File: config.mk
export PLATFORM = sky130hd
export DESIGN_NAME = daisy_frame_codec
export DESIGN_NICKNAME = d
export VERILOG_FILES = /design/src/rtl/daisy_frame_pkg.sv /design/src/rtl/daisy_crc8.sv /design/src/rtl/daisy_cmd_build.sv /design/src/rtl/daisy_rsp_check.sv /design/src/rtl/daisy_frame_codec.sv
export SDC_FILE = /design/constraint.sdc
export NUM_CORES = 1
export LEC_CHECK = 0
export CAP_MARGIN = 20
export CORE_ASPECT_RATIO = 0.9
export CORE_MARGIN = 2
export CORE_UTILIZATION = 39
export DETAILED_ROUTE_END_ITERATION = 16
export PLACE_DENSITY = 0.83
export SLEW_MARGIN = 20
export SYNTH_ARGS = -nofsm -noshare
export SYNTH_HDL_FRONTEND = slang
export SYNTH_SLANG_ARGS = --single-unit
File: constraint.sdc
create_clock -name clk -period 2.2 [get_ports clk]
set_input_delay 0.44 -clock clk [delete_from_list [all_inputs] [get_ports clk]]
set_output_delay 0.44 -clock clk [all_outputs]
set_load 0.005 [all_outputs]
File: src/rtl/daisy_frame_pkg.sv
package daisy_frame_pkg;

   localparam int FRAME_W = 32;
   localparam int CRC_W   = 8;
   localparam int FOLD_W  = 24;

   // Run the upper bytes through the generator MSB first, then fold the
   // low byte in by XOR only.
   function automatic logic [CRC_W-1:0] crc_fold(input logic [FOLD_W-1:0] v,
                                                 input logic [CRC_W-1:0] poly);
      logic [CRC_W-1:0] c;
      logic             fb;
      c = '0;
      for (int i = FOLD_W - 1; i >= CRC_W; i--) begin
         fb = c[CRC_W-1] ^ v[i];
         c  = {c[CRC_W-2:0], 1'b0} ^ (fb ? poly : '0);
      end
      return c ^ v[CRC_W-1:0];
   endfunction

   // Complete a command word whose upper 21 bits are already placed.
   function automatic logic [FRAME_W-1:0] seal_cmd(input logic [FRAME_W-1:0] f,
                                                   input logic [CRC_W-1:0] poly);
      return {f[31:11], crc_fold({3'b000, f[31:11]}, poly), 3'b010};
   endfunction

endpackage

File: src/rtl/daisy_crc8.sv
module daisy_crc8 #(
   parameter int          MSG_W = 21,
   parameter logic [7:0]  POLY  = 8'h2F
) (
   input  logic [MSG_W-1:0] msg,
   output logic [7:0]       crc
);
   import daisy_frame_pkg::*;

   localparam int PAD_W = FOLD_W - MSG_W;

   if (MSG_W > FOLD_W || MSG_W <= CRC_W) begin : g_bad_width
      $error("daisy_crc8: MSG_W must lie in (8, 24]");
   end

   logic [FOLD_W-1:0] ext;

   if (PAD_W > 0) begin : g_pad
      assign ext = {{PAD_W{1'b0}}, msg};
   end else begin : g_nopad
      assign ext = msg;
   end

   assign crc = crc_fold(ext, POLY);

endmodule

File: src/rtl/daisy_cmd_build.sv
module daisy_cmd_build #(
   parameter int         DEV_W = 5,
   parameter int         REG_W = 6,
   parameter int         VAL_W = 8,
   parameter logic [7:0] POLY  = 8'h2F
) (
   input  logic             clk,
   input  logic             rst_n,
   input  logic             cmd_valid,
   output logic             cmd_ready,
   input  logic [DEV_W-1:0] cmd_dev,
   input  logic [REG_W-1:0] cmd_reg,
   input  logic [VAL_W-1:0] cmd_val,
   input  logic             cmd_bcast,
   output logic             frm_valid,
   input  logic             frm_ready,
   output logic [31:0]      frm_word
);
   localparam int DEV_LSB = 32 - DEV_W;
   localparam int REG_LSB = DEV_LSB - REG_W;
   localparam int VAL_LSB = REG_LSB - VAL_W;
   localparam int BC_BIT  = VAL_LSB - 1;
   localparam int MSG_W   = 21;

   if (BC_BIT != 12) begin : g_bad_layout
      $error("daisy_cmd_build: fields must end at bit 13");
   end

   logic [31:0]      raw;
   logic [7:0]       crc;
   logic [31:0]      sealed;
   logic             accept;

   always_comb begin
      raw                       = '0;
      raw[31:DEV_LSB]           = cmd_dev;
      raw[DEV_LSB-1:REG_LSB]    = cmd_reg;
      raw[REG_LSB-1:VAL_LSB]    = cmd_val;
      raw[BC_BIT]               = cmd_bcast;
   end

   daisy_crc8 #(.MSG_W(MSG_W), .POLY(POLY)) u_crc (
      .msg (raw[31:11]),
      .crc (crc)
   );

   assign sealed    = {raw[31:11], crc, 3'b010};
   assign cmd_ready = !frm_valid || frm_ready;
   assign accept    = cmd_valid && cmd_ready;

   always_ff @(posedge clk) begin
      if (!rst_n) begin
         frm_valid <= 1'b0;
         frm_word  <= '0;
      end else if (accept) begin
         frm_valid <= 1'b1;
         frm_word  <= sealed;
      end else if (frm_ready) begin
         frm_valid <= 1'b0;
      end
   end

   assert_hold_R5: assert property (@(posedge clk) disable iff (!rst_n)
      frm_valid && !frm_ready |=> frm_valid && $stable(frm_word));

   assert_accept_R4: assert property (@(posedge clk) disable iff (!rst_n)
      cmd_valid && cmd_ready |=> frm_valid);

   assert_drain_R4: assert property (@(posedge clk) disable iff (!rst_n)
      frm_valid && frm_ready && !cmd_valid |=> !frm_valid);

endmodule

File: src/rtl/daisy_rsp_check.sv
module daisy_rsp_check #(
   parameter int         DEV_W   = 5,
   parameter int         CH_W    = 4,
   parameter int         CONV_W  = 12,
   parameter int         REG_W   = 6,
   parameter int         VAL_W   = 8,
   parameter logic [7:0] POLY    = 8'h2F,
   parameter bit         RSP_REG = 1'b1
) (
   input  logic              clk,
   input  logic              rst_n,
   input  logic              rsp_valid,
   input  logic [31:0]       rsp_word,
   output logic              rsp_out_valid,
   output logic              rsp_crc_ok,
   output logic [DEV_W-1:0]  rsp_dev,
   output logic [CH_W-1:0]   rsp_chan,
   output logic [CONV_W-1:0] rsp_conv,
   output logic [REG_W-1:0]  rsp_reg,
   output logic [VAL_W-1:0]  rsp_data,
   output logic              rsp_ack
);
   localparam int DEV_LSB  = 32 - DEV_W;
   localparam int CH_LSB   = DEV_LSB - CH_W;
   localparam int CONV_LSB = CH_LSB - CONV_W;
   localparam int REG_LSB  = DEV_LSB - REG_W;
   localparam int VAL_LSB  = REG_LSB - VAL_W;
   localparam int ACK_BIT  = 10;
   localparam int MSG_W    = 32 - ACK_BIT;

   if (CONV_LSB != 11 || VAL_LSB != 13) begin : g_bad_layout
      $error("daisy_rsp_check: response fields do not fit the word");
   end

   logic [31:0] held_word;
   logic        held_v;
   logic [7:0]  calc_crc;

   if (RSP_REG) begin : g_staged
      always_ff @(posedge clk) begin
         if (!rst_n) begin
            held_v    <= 1'b0;
            held_word <= '0;
         end else begin
            held_v <= rsp_valid;
            if (rsp_valid) held_word <= rsp_word;
         end
      end

      assert_pulse_R9: assert property (@(posedge clk) disable iff (!rst_n)
         rsp_valid |=> rsp_out_valid);

      assert_quiet_R9: assert property (@(posedge clk) disable iff (!rst_n)
         !rsp_valid |=> !rsp_out_valid);

      assert_dev_R7: assert property (@(posedge clk) disable iff (!rst_n)
         rsp_valid |=> rsp_dev == $past(rsp_word[31:DEV_LSB]));

      assert_ack_R8: assert property (@(posedge clk) disable iff (!rst_n)
         rsp_valid |=> rsp_ack == $past(rsp_word[ACK_BIT]));
   end else begin : g_direct
      assign held_v    = rsp_valid;
      assign held_word = rsp_word;
   end

   daisy_crc8 #(.MSG_W(MSG_W), .POLY(POLY)) u_crc (
      .msg (held_word[31:ACK_BIT]),
      .crc (calc_crc)
   );

   assign rsp_out_valid = held_v;
   assign rsp_crc_ok    = (calc_crc == held_word[9:2]);
   assign rsp_dev       = held_word[31:DEV_LSB];
   assign rsp_chan      = held_word[DEV_LSB-1:CH_LSB];
   assign rsp_conv      = held_word[CH_LSB-1:CONV_LSB];
   assign rsp_reg       = held_word[DEV_LSB-1:REG_LSB];
   assign rsp_data      = held_word[REG_LSB-1:VAL_LSB];
   assign rsp_ack       = held_word[ACK_BIT];

endmodule

File: src/rtl/daisy_frame_codec.sv
module daisy_frame_codec #(
   parameter int         DEV_W   = 5,
   parameter int         REG_W   = 6,
   parameter int         VAL_W   = 8,
   parameter int         CH_W    = 4,
   parameter int         CONV_W  = 12,
   parameter logic [7:0] POLY    = 8'h2F,
   parameter bit         RSP_REG = 1'b1
) (
   input  logic              clk,
   input  logic              rst_n,
   input  logic              cmd_valid,
   output logic              cmd_ready,
   input  logic [DEV_W-1:0]  cmd_dev,
   input  logic [REG_W-1:0]  cmd_reg,
   input  logic [VAL_W-1:0]  cmd_val,
   input  logic              cmd_bcast,
   output logic              frm_valid,
   input  logic              frm_ready,
   output logic [31:0]       frm_word,
   input  logic              rsp_valid,
   input  logic [31:0]       rsp_word,
   output logic              rsp_out_valid,
   output logic              rsp_crc_ok,
   output logic [DEV_W-1:0]  rsp_dev,
   output logic [CH_W-1:0]   rsp_chan,
   output logic [CONV_W-1:0] rsp_conv,
   output logic [REG_W-1:0]  rsp_reg,
   output logic [VAL_W-1:0]  rsp_data,
   output logic              rsp_ack,
   output logic [31:0]       read_filler
);
   import daisy_frame_pkg::*;

   localparam logic [31:0] FILL_RAW  = {{DEV_W{1'b1}}, {(32-DEV_W){1'b0}}};
   localparam logic [31:0] FILL_WORD = seal_cmd(FILL_RAW, POLY);

   if (DEV_W + REG_W + VAL_W != 19) begin : g_bad_cmd
      $error("daisy_frame_codec: command fields must total 19 bits");
   end
   if (DEV_W + CH_W + CONV_W != 21) begin : g_bad_conv
      $error("daisy_frame_codec: conversion fields must total 21 bits");
   end

   daisy_cmd_build #(
      .DEV_W (DEV_W), .REG_W (REG_W), .VAL_W (VAL_W), .POLY (POLY)
   ) u_build (
      .clk       (clk),
      .rst_n     (rst_n),
      .cmd_valid (cmd_valid),
      .cmd_ready (cmd_ready),
      .cmd_dev   (cmd_dev),
      .cmd_reg   (cmd_reg),
      .cmd_val   (cmd_val),
      .cmd_bcast (cmd_bcast),
      .frm_valid (frm_valid),
      .frm_ready (frm_ready),
      .frm_word  (frm_word)
   );

   daisy_rsp_check #(
      .DEV_W (DEV_W), .CH_W (CH_W), .CONV_W (CONV_W), .REG_W (REG_W),
      .VAL_W (VAL_W), .POLY (POLY), .RSP_REG (RSP_REG)
   ) u_check (
      .clk           (clk),
      .rst_n         (rst_n),
      .rsp_valid     (rsp_valid),
      .rsp_word      (rsp_word),
      .rsp_out_valid (rsp_out_valid),
      .rsp_crc_ok    (rsp_crc_ok),
      .rsp_dev       (rsp_dev),
      .rsp_chan      (rsp_chan),
      .rsp_conv      (rsp_conv),
      .rsp_reg       (rsp_reg),
      .rsp_data      (rsp_data),
      .rsp_ack       (rsp_ack)
   );

   assign read_filler = FILL_WORD;

   assert_filler_R10: assert property (@(posedge clk) disable iff (!rst_n)
      read_filler[2:0] == 3'b010 && read_filler[31:32-DEV_W] == {DEV_W{1'b1}});

endmodule

==> flow_summary.toml, run 1 <==
[outcome]
status = "complete, but fails checks"
violations = "setup timing"

[routing]
drc = 0
routedWlPerCell_um = 13.6
dr.pass1.iters = 4
first_iter_violations = 48
via_per_inst = 4.46
route.vias.total = 2948
ant_nets = 0
wl_mm = 9.01

[grt]
grt_pass1_wl_mm = 14.0
antenna_found_initial = 0
grt_max_degree = 33
grt_pass1_vias = 2926
grt_usage_pct = 16.9
grt_overflow = 0

[critical_path]
end_kind = "output port"
critPathMaxFanout = 4
critPathKind = "reg2out"
cp_data_required_time_ps = 1760
regToRegEndpoint = "u_build.frm_word[29]"
r2r_cells = 5
r2r_start = "u_build.frm_valid"
cp_data_arrival_time_ps = 2420
r2r_slack_ps = 870
worstSetupStartpointType = "register"

[floorplan]
pin_count = 161
initial_core_util_pct = 39.6
row_count = 34
placeableCoreArea_um2 = 9570
die_area_um2 = 10500
die_w_um = 108
dieHeight_um = 97.6

[clocking]
cts_root_buffer = "clkbuf_8"
cts_max_path_buffers = 2
clock_latency_ps = 340
cts.htree.levels = 3
numCtsBuffers = 9
cts_tree = "yes"
cts-hold-fix-buffers = 0
clock_sink_count = 61
clk_transition_reported_paths_ps = 70

[synthesis]
async_reset_ff_share_pct = 0
yosysWarnings = 0
synth_top_family_by_area = "XOR/XNOR gates"
synth_edf_count = 0
synth_adder_area_share_pct = 0
ys_seq_area_share_pct = 32.2
postSynthAreaPerCell_um2 = 9.70
ys_ff_latch = 61
ys_types = 33
muxShareOfSynthArea_pct = 8.18
synth_ff_type = "dfxtp_1"
synth_cells = 391
synth_area_um2 = 3790
synth_compound_area_share_pct = 7.13
synth-xor-area-share_pct = 24.5
synth_simple_gate_area_share_pct = 12.2

[cells_and_area]
final_cell_mix = "clkdlybuf4s50_1 (115), buf_4 (54), dfxtp_1 (53), nand2_1 (50), conb_1 (35)"
fin_area_um2 = 5550
final_net_count = 587
n_antenna_cell = 0
syn2layout_area_growth_pct = 46.3
layout_commonest_cell = "clkdlybuf4s50_1"
drive_above_1_share_pct = 21.7

[hold_path]
hold_end = "u_build.frm_word[1]"
min_from = "u_build.frm_word[1]"
hold_path_depth = 1
hold_class = "reg2reg"

[timing]
setup_viol = 1
min_period_ps = 2860
relSlewSlack_pct = 66.6
worstMarginPinSlew_ps = 501
final_max_slew_viol_count = 0
setup_slack_ps = -660
fmax_mhz = 350
fin_hold_ws_ps = 464
min_period_over_period_pct = 130
final-hold-violation-count = 0
skew_ps = 12.2
rsz0062_at_grt = "true"

[placed_design]
hpwl_mm = 6.77
placed_area_um2 = 5140
port_buffers = 123
gp_congestion = 0.854

[pwr]
cellLeakagePower_uw = 0.00238
ir_drop_v = 0.000404
power-per-cell-area_nw_per_um2 = 687

[run]
cap_violations = 0
## how the worst max path moves through the flow
| stage | startpoint | to | slack (ps) | cells past startpoint |
|---|---|---|---|---|
| after floorplan | u_check.held_word[28] | rsp_crc_ok | -4 | 6 |
| after global placement | u_check.held_word[28] | rsp_crc_ok | -620 | 7 |
| after detailed placement | u_check.held_word[28] | rsp_crc_ok | -710 | 7 |
| after CTS | u_check.held_word[27] | rsp_crc_ok | -630 | 7 |
| after global routing | u_check.held_word[26] | rsp_crc_ok | -800 | 7 |
| final | u_check.held_word[26] | rsp_crc_ok | -660 | 7 |
## flip-flops by register name (all words and copies together) (netlist names)
signal and count:
u_check.held_word 30, u_build.frm_word 29, u_build.frm_valid 1, u_check.rsp_out_valid 1
## timing repair
action	in CTS	in global routing
gates cloned	0	0
pin swaps	14	5
endpoints found under the setup margin	7	4
resized for setup	29	10
setup buffers	5	1
## layer usage
metal	wire length, µm	track usage [%]
met5	0	0
met3	746	5.84
met1	3620	18.9
met4	134	5.23
met2	4510	30.0
## stage by stage
stage               TNS (ps)  utilization (%)  setup slack, ps  std cells  total power [µW]
floorplan              -3.60                -            -3.60        424              2190
global placement       -2990             53.7             -620        639              2630
detailed placement     -3430             53.7             -714        639              2690
CTS                     -627             57.2             -627        660              3780
global route            -797             57.9             -797        661              4000
finish                  -660             57.9             -660        661              3810
## layout make-up
type                       instances  area [µm²]
tap                              126         158
clock inverter                     6        62.6
sequential                        61        1240
timing repair buffer             180        1680
fill                             852        4030
multi-input combinational        276        2270
clock buffer                      10         138
inverter                           2        7.51
## worst max-delay path, stage by stage (launching register included)
cell and delay (ps):
dfxtp_1 340, xnor2_2 280, xnor3_2 450, xnor2_2 200, nand3_1 110, a211o_1 320, a211oi_2 230, buf_2 160
## where the power goes
group          switching, µW  internal (µW)
registers               68.8           1200
clock network            457            549
logic                    621            914
## logic make-up after synthesis
logic type,count (synthesis)
AND/OR/NAND/NOR,95
XOR/XNOR,78
other,2
flip-flops,61
AO/OA/AOI/OAI,37
buffers and inverters,87
multiplexers,31
## Yosys cell counts (all sizes together) (2+ instances only)
| master | count | area [µm²] |
|---|---|---|
| dfxtp | 61 | 1220 |
| xnor2 | 45 | 447 |
| nand3 | 2 | 10.0 |
| or2 | 2 | 12.5 |
| nand2 | 51 | 194 |
| a21boi | 23 | 173 |
| conb | 2 | 7.51 |
| inv | 2 | 7.51 |
| mux2i | 31 | 310 |
| buf | 75 | 544 |
| clkbuf | 10 | 37.5 |
| xor2 | 19 | 166 |
| xnor3 | 14 | 318 |
| o21ai | 5 | 25.0 |
| and2 | 5 | 31.3 |
| nor3 | 3 | 15.0 |
| nor2b | 31 | 194 |
No activity file was read; power rests on OpenSTA's default activity.
==> run 2: changes to the inputs <==
--- a/config.mk
+++ b/config.mk
@@ -10,7 +10,8 @@
 export CORE_MARGIN = 2
 export CORE_UTILIZATION = 39
 export DETAILED_ROUTE_END_ITERATION = 16
-export PLACE_DENSITY = 0.83
+export GPL_TIMING_DRIVEN = 0
+export PLACE_DENSITY = 0.86
 export SLEW_MARGIN = 20
 export SYNTH_ARGS = -nofsm -noshare
 export SYNTH_HDL_FRONTEND = slang
==> run 2 against run 1 <==
Effect of this change: the flow still finishes with violations (setup timing); sequential cell count unchanged; cell area increased by 3.9%; die area unchanged; clock-buffer cell count decreased by 1; via count increased by 2.0%; setup slack got worse by 70 ps; global-route usage increased by 1.7 points; combinational power about the same; cell count increased by 5.7%; clock power about the same; critical endpoint unchanged; largest cell class unchanged; highest routed layer unchanged.
==> flow_summary.toml, run 2 (synthesis gave the netlist of run 1 again) <==
[outcome]
status = "complete, but fails checks"
violations = "setup timing"

[routing]
drc = 0
routedWlPerCell_um = 13.8
dr.pass1.iters = 4
via_per_inst = 4.30
ant_nets = 0
first_iter_violations = 56
route.vias.total = 3008
wl_mm = 9.62

[floorplan]
die_area_um2 = 10500
dieHeight_um = 97.6
row_count = 34
placeableCoreArea_um2 = 9570
die_w_um = 108
pin_count = 161
initial_core_util_pct = 39.6

[placed_design]
port_buffers = 122
hpwl_mm = 7.40
gp_congestion = 0.796

[clocking]
numCtsBuffers = 9
cts-hold-fix-buffers = 0
cts.htree.levels = 3
clock_latency_ps = 340
cts_tree = "yes"
clk_transition_reported_paths_ps = 70
cts_max_path_buffers = 2
clock_sink_count = 61
cts_root_buffer = "clkbuf_8"

[pwr]
power_frac_seq_pct = 33.1
ir_drop_v = 0.000323
swShare_pct = 31.4
power-per-cell-area_nw_per_um2 = 671
cellLeakagePower_uw = 0.00251
p_comb_share_pct = 40.7
pwr-share-clk_pct = 26.2
switchingPower_uw = 1210
p_int_uw = 2650

[cells_and_area]
final_util_pct = 60.2
fillers = 811
top_regs = "u_check.held_word: 30 flops, u_build.frm_word: 29 flops"
largest_register_ffs = 30
layout_commonest_cell = "clkdlybuf4s50_1"
n_antenna_cell = 0
top_register = "u_check.held_word"
drive_above_1_share_pct = 24.8
syn2layout_area_growth_pct = 51.9
final_cell_mix = "clkdlybuf4s50_1 (115), buf_4 (82), nand2_1 (50), dfxtp_1 (50), conb_1 (35)"
final_net_count = 625

[grt]
grt_overflow = 0
grt_pass1_vias = 3155
grt_pass1_wl_mm = 15.5
antenna_found_initial = 0
grt_max_degree = 13
grt_usage_pct = 18.6

[timing]
final-hold-violation-count = 0
setup_slack_ps = -730
min_period_over_period_pct = 133
fin_setup_tns_ps = -737
skew_ps = 4.62
rsz0062_at_grt = "true"
relSlewSlack_pct = 48.2
final_max_slew_viol_count = 0
min_period_ps = 2930
worstMarginPinSlew_ps = 777
setup_viol = 2
fmax_mhz = 341

[critical_path]
critPathMaxFanout = 3
critPathKind = "reg2out"
cp_data_arrival_time_ps = 2490
end_kind = "output port"
r2r_slack_ps = 560
worstSetupStartpointType = "register"
cp_data_required_time_ps = 1760

[hold_path]
hold_class = "reg2reg"

[run]
cap_violations = 0
-- run 2: power groups by stage --
stage	logic [µW]	registers (µW)	clock network (µW)
6_report	1570	1280	1010
3_5_place_dp	1350	1300	0
5_1_grt	1690	1290	1090
3_3_place_gp	1300	1290	0
2_1_floorplan	896	1290	0
4_1_cts	1490	1280	1030
-- run 2: final timing paths --
check	start	endpoint	depth (start not counted)
worst max-delay path	u_check.held_word[18]	rsp_crc_ok	7
worst min-delay path	u_build.frm_word[31]	u_build.frm_word[31]	2
worst max register to register	u_build.frm_valid	u_build.frm_word[19]	5
worst min register to register	u_build.frm_word[31]	u_build.frm_word[31]	2
-- run 2: metrics by stage --
step	total power, µW	setup WS (ps)	instances	hold WS [ps]	area (µm²)
2_1_floorplan	2190	-3.60	424	447	3920
5_1_grt	4070	-807	699	487	5760
3_3_place_gp	2590	-751	672	444	5300
6_report	3860	-730	699	467	5760
3_5_place_dp	2650	-924	672	458	5300
4_1_cts	3800	-702	700	469	5670
-- run 2: repair_timing --
item / CTS / global route
endpoints found under the setup margin: 7 / 12
resized for setup: 32 / 14
setup buffers: 12 / 0
pin swaps: 14 / 6
-- run 2: layout make-up --
cell class                      instances  area, µm²  share of cell area, %
Tap cell                              126        158                   2.74
Clock inverter                          7       75.1                   1.30
Sequential cell                        61       1240                   21.6
Multi-Input combinational cell        276       2270                   39.4
Timing Repair Buffer                  134       1300                   22.6
Clock buffer                            9        124                   2.15
Inverter                                2       7.51                  0.130
Buffer                                 84        579                   10.1
-- run 2: worst max-delay path: stages, from the launching register on --
cell	delay [ps]
dfxtp_2	330
xnor3_2	470
xnor2_4	260
xor2_1	220
nand3_1	130
a211o_1	310
a211oi_2	270
buf_2	170
-- run 2: layer usage --
metal	track usage [%]	share of wire [%]	vias up
li1	-	-	1504
met2	33.8	52	111
met1	20.3	38	1380
met5	0	0	-
met3	6.04	8.4	13
met4	5.62	1.4	0
==> run 3: changes to the inputs <==
--- a/config.mk
+++ b/config.mk
@@ -12,6 +12,7 @@
 export DETAILED_ROUTE_END_ITERATION = 16
 export GPL_TIMING_DRIVEN = 0
 export PLACE_DENSITY = 0.86
+export SKIP_CTS_REPAIR_TIMING = 1
 export SLEW_MARGIN = 20
 export SYNTH_ARGS = -nofsm -noshare
 export SYNTH_HDL_FRONTEND = slang
==> run 3 against run 2 <==
Effect of this change: the run still ends with setup timing left; clock-buffer cell count did not move; sequential share of layout area barely moved; worst hold slack got worse by 26 ps; clock power barely moved; routed wire length rose by 1.2%; die area did not move; non-clock buffer count fell by 1; largest cell class unchanged.
==> flow_summary.toml, run 3 (synthesis gave the netlist of run 1 again) <==
[floorplan]
placeableCoreArea_um2 = 9570
die_area_um2 = 10500
initial_core_util_pct = 39.6
row_count = 34
pin_count = 161
die_w_um = 108
dieHeight_um = 97.6

[timing]
worstMarginPinSlew_ps = 769
skew_ps = 3.70
final_max_slew_viol_count = 0
rsz0062_at_grt = "true"
final-hold-violation-count = 0
relSlewSlack_pct = 48.7
min_period_ps = 2970
fmax_mhz = 337
fin_setup_tns_ps = -767
setup_slack_ps = -767
fin_hold_ws_ps = 441
setup_viol = 1
min_period_over_period_pct = 135

[clocking]
cts_tree = "yes"
cts_max_path_buffers = 2
clock_sink_count = 61
cts_root_buffer = "clkbuf_8"
cts.htree.levels = 3
clock_latency_ps = 340
clk_transition_reported_paths_ps = 80
numCtsBuffers = 9

[critical_path]
critPathKind = "reg2out"
crit_end = "rsp_crc_ok"
crit_start = "u_check.held_word[24]"
regToRegEndpoint = "u_build.frm_word[19]"
cp_data_arrival_time_ps = 2530
worstSetupStartpointType = "register"
cp_data_required_time_ps = 1760
end_kind = "output port"
r2r_start = "u_build.frm_valid"
critPathMaxFanout = 6
r2r_cells = 5
r2r_slack_ps = 560

[cells_and_area]
top_regs = "u_check.held_word: 30 flops, u_build.frm_word: 29 flops"
final_net_count = 624
multi_input_area_um2 = 2270
layout_commonest_cell = "clkdlybuf4s50_1"
top_register = "u_check.held_word"
syn2layout_area_growth_pct = 52.2
fin_area_um2 = 5770
largest_register_ffs = 30
drive_above_1_share_pct = 24.5
final_cell_mix = "clkdlybuf4s50_1 (113), buf_4 (81), nand2_1 (50), dfxtp_1 (48)"
ff_latch_area_um2 = 1240
n_antenna_cell = 0
fillers = 816

[routing]
wl_mm = 9.74
routedWlPerCell_um = 14.0
dr.pass1.iters = 4
first_iter_violations = 66
ant_nets = 0
drc = 0
route.vias.total = 3004
via_per_inst = 4.30

[placed_design]
hpwl_mm = 7.40
gp_congestion = 0.796
port_buffers = 122
placed_area_um2 = 5300

[pwr]
power-per-cell-area_nw_per_um2 = 668
cellLeakagePower_uw = 0.00256
p_int_uw = 2650
power_frac_seq_pct = 33.2
pwr-share-clk_pct = 26.3
p_comb_share_pct = 40.4
ir_drop_v = 0.000326
swShare_pct = 31.2
switchingPower_uw = 1200

[grt]
antenna_found_initial = 0
grt_pass1_vias = 3054
grt_overflow = 0
grt_usage_pct = 18.2
grt_max_degree = 13
grt_pass1_wl_mm = 15.2

[run]
cap_violations = 0

[hold_path]
hold_class = "in2reg"

[outcome]
status = "complete, but fails checks"
violations = "setup timing"
## run 3: stage by stage
stage | util [%] | setup slack (ps) | power (µW) | std cells
after global routing | 60.3 | -827 | 4060 | 698
after detailed placement | 55.4 | -924 | 2650 | 672
final | 60.3 | -767 | 3860 | 698
after floorplan | - | -3.60 | 2190 | 424
after global placement | 55.4 | -751 | 2590 | 672
after CTS | 57.5 | -1350 | 3680 | 688
## run 3: worst min-delay path by stage
stage                         start                   end  depth (start not counted)
6_report                 cmd_reg[1]  u_build.frm_word[22]                          3
5_1_grt                  cmd_reg[1]  u_build.frm_word[22]                          3
4_1_cts        u_build.frm_word[31]  u_build.frm_word[31]                          2
3_5_place_dp    u_build.frm_word[1]   u_build.frm_word[1]                          1
3_3_place_gp    u_build.frm_word[6]   u_build.frm_word[6]                          2
2_1_floorplan   u_build.frm_word[6]   u_build.frm_word[6]                          2
## run 3: metal layers
layer	vias to the layer above	global-route usage [%]	part of all wire [%]
met4	0	5.72	1.1
met3	10	6.17	8.4
li1	1507	-	-
met2	111	32.4	53
met1	1376	20.2	38
met5	-	0	0
## run 3: worst max-delay path: stages, from the launching register on
cell,delay (ps)
dfxtp_4,450
xor2_4,200
xnor3_2,420
xor2_2,220
nand3_1,110
a211o_1,350
a211oi_2,280
buf_2,170
## run 3: power by group through the flow
stage	clock network (µW)	logic (µW)	registers, µW
floorplan	0	896	1290
global placement	0	1300	1290
detailed placement	0	1350	1300
CTS	1030	1370	1270
global route	1090	1670	1290
finish	1010	1560	1280
## run 3: area by class of cell
| type | count | share of cell area [%] |
|---|---|---|
| multi-input combinational | 276 | 39.3 |
| timing repair buffer | 133 | 22.8 |
| tap | 126 | 2.73 |
| clock buffer | 9 | 2.15 |
| inverter | 2 | 0.130 |
| buffer | 84 | 10.0 |
| clock inverter | 7 | 1.30 |
| sequential | 61 | 21.6 |
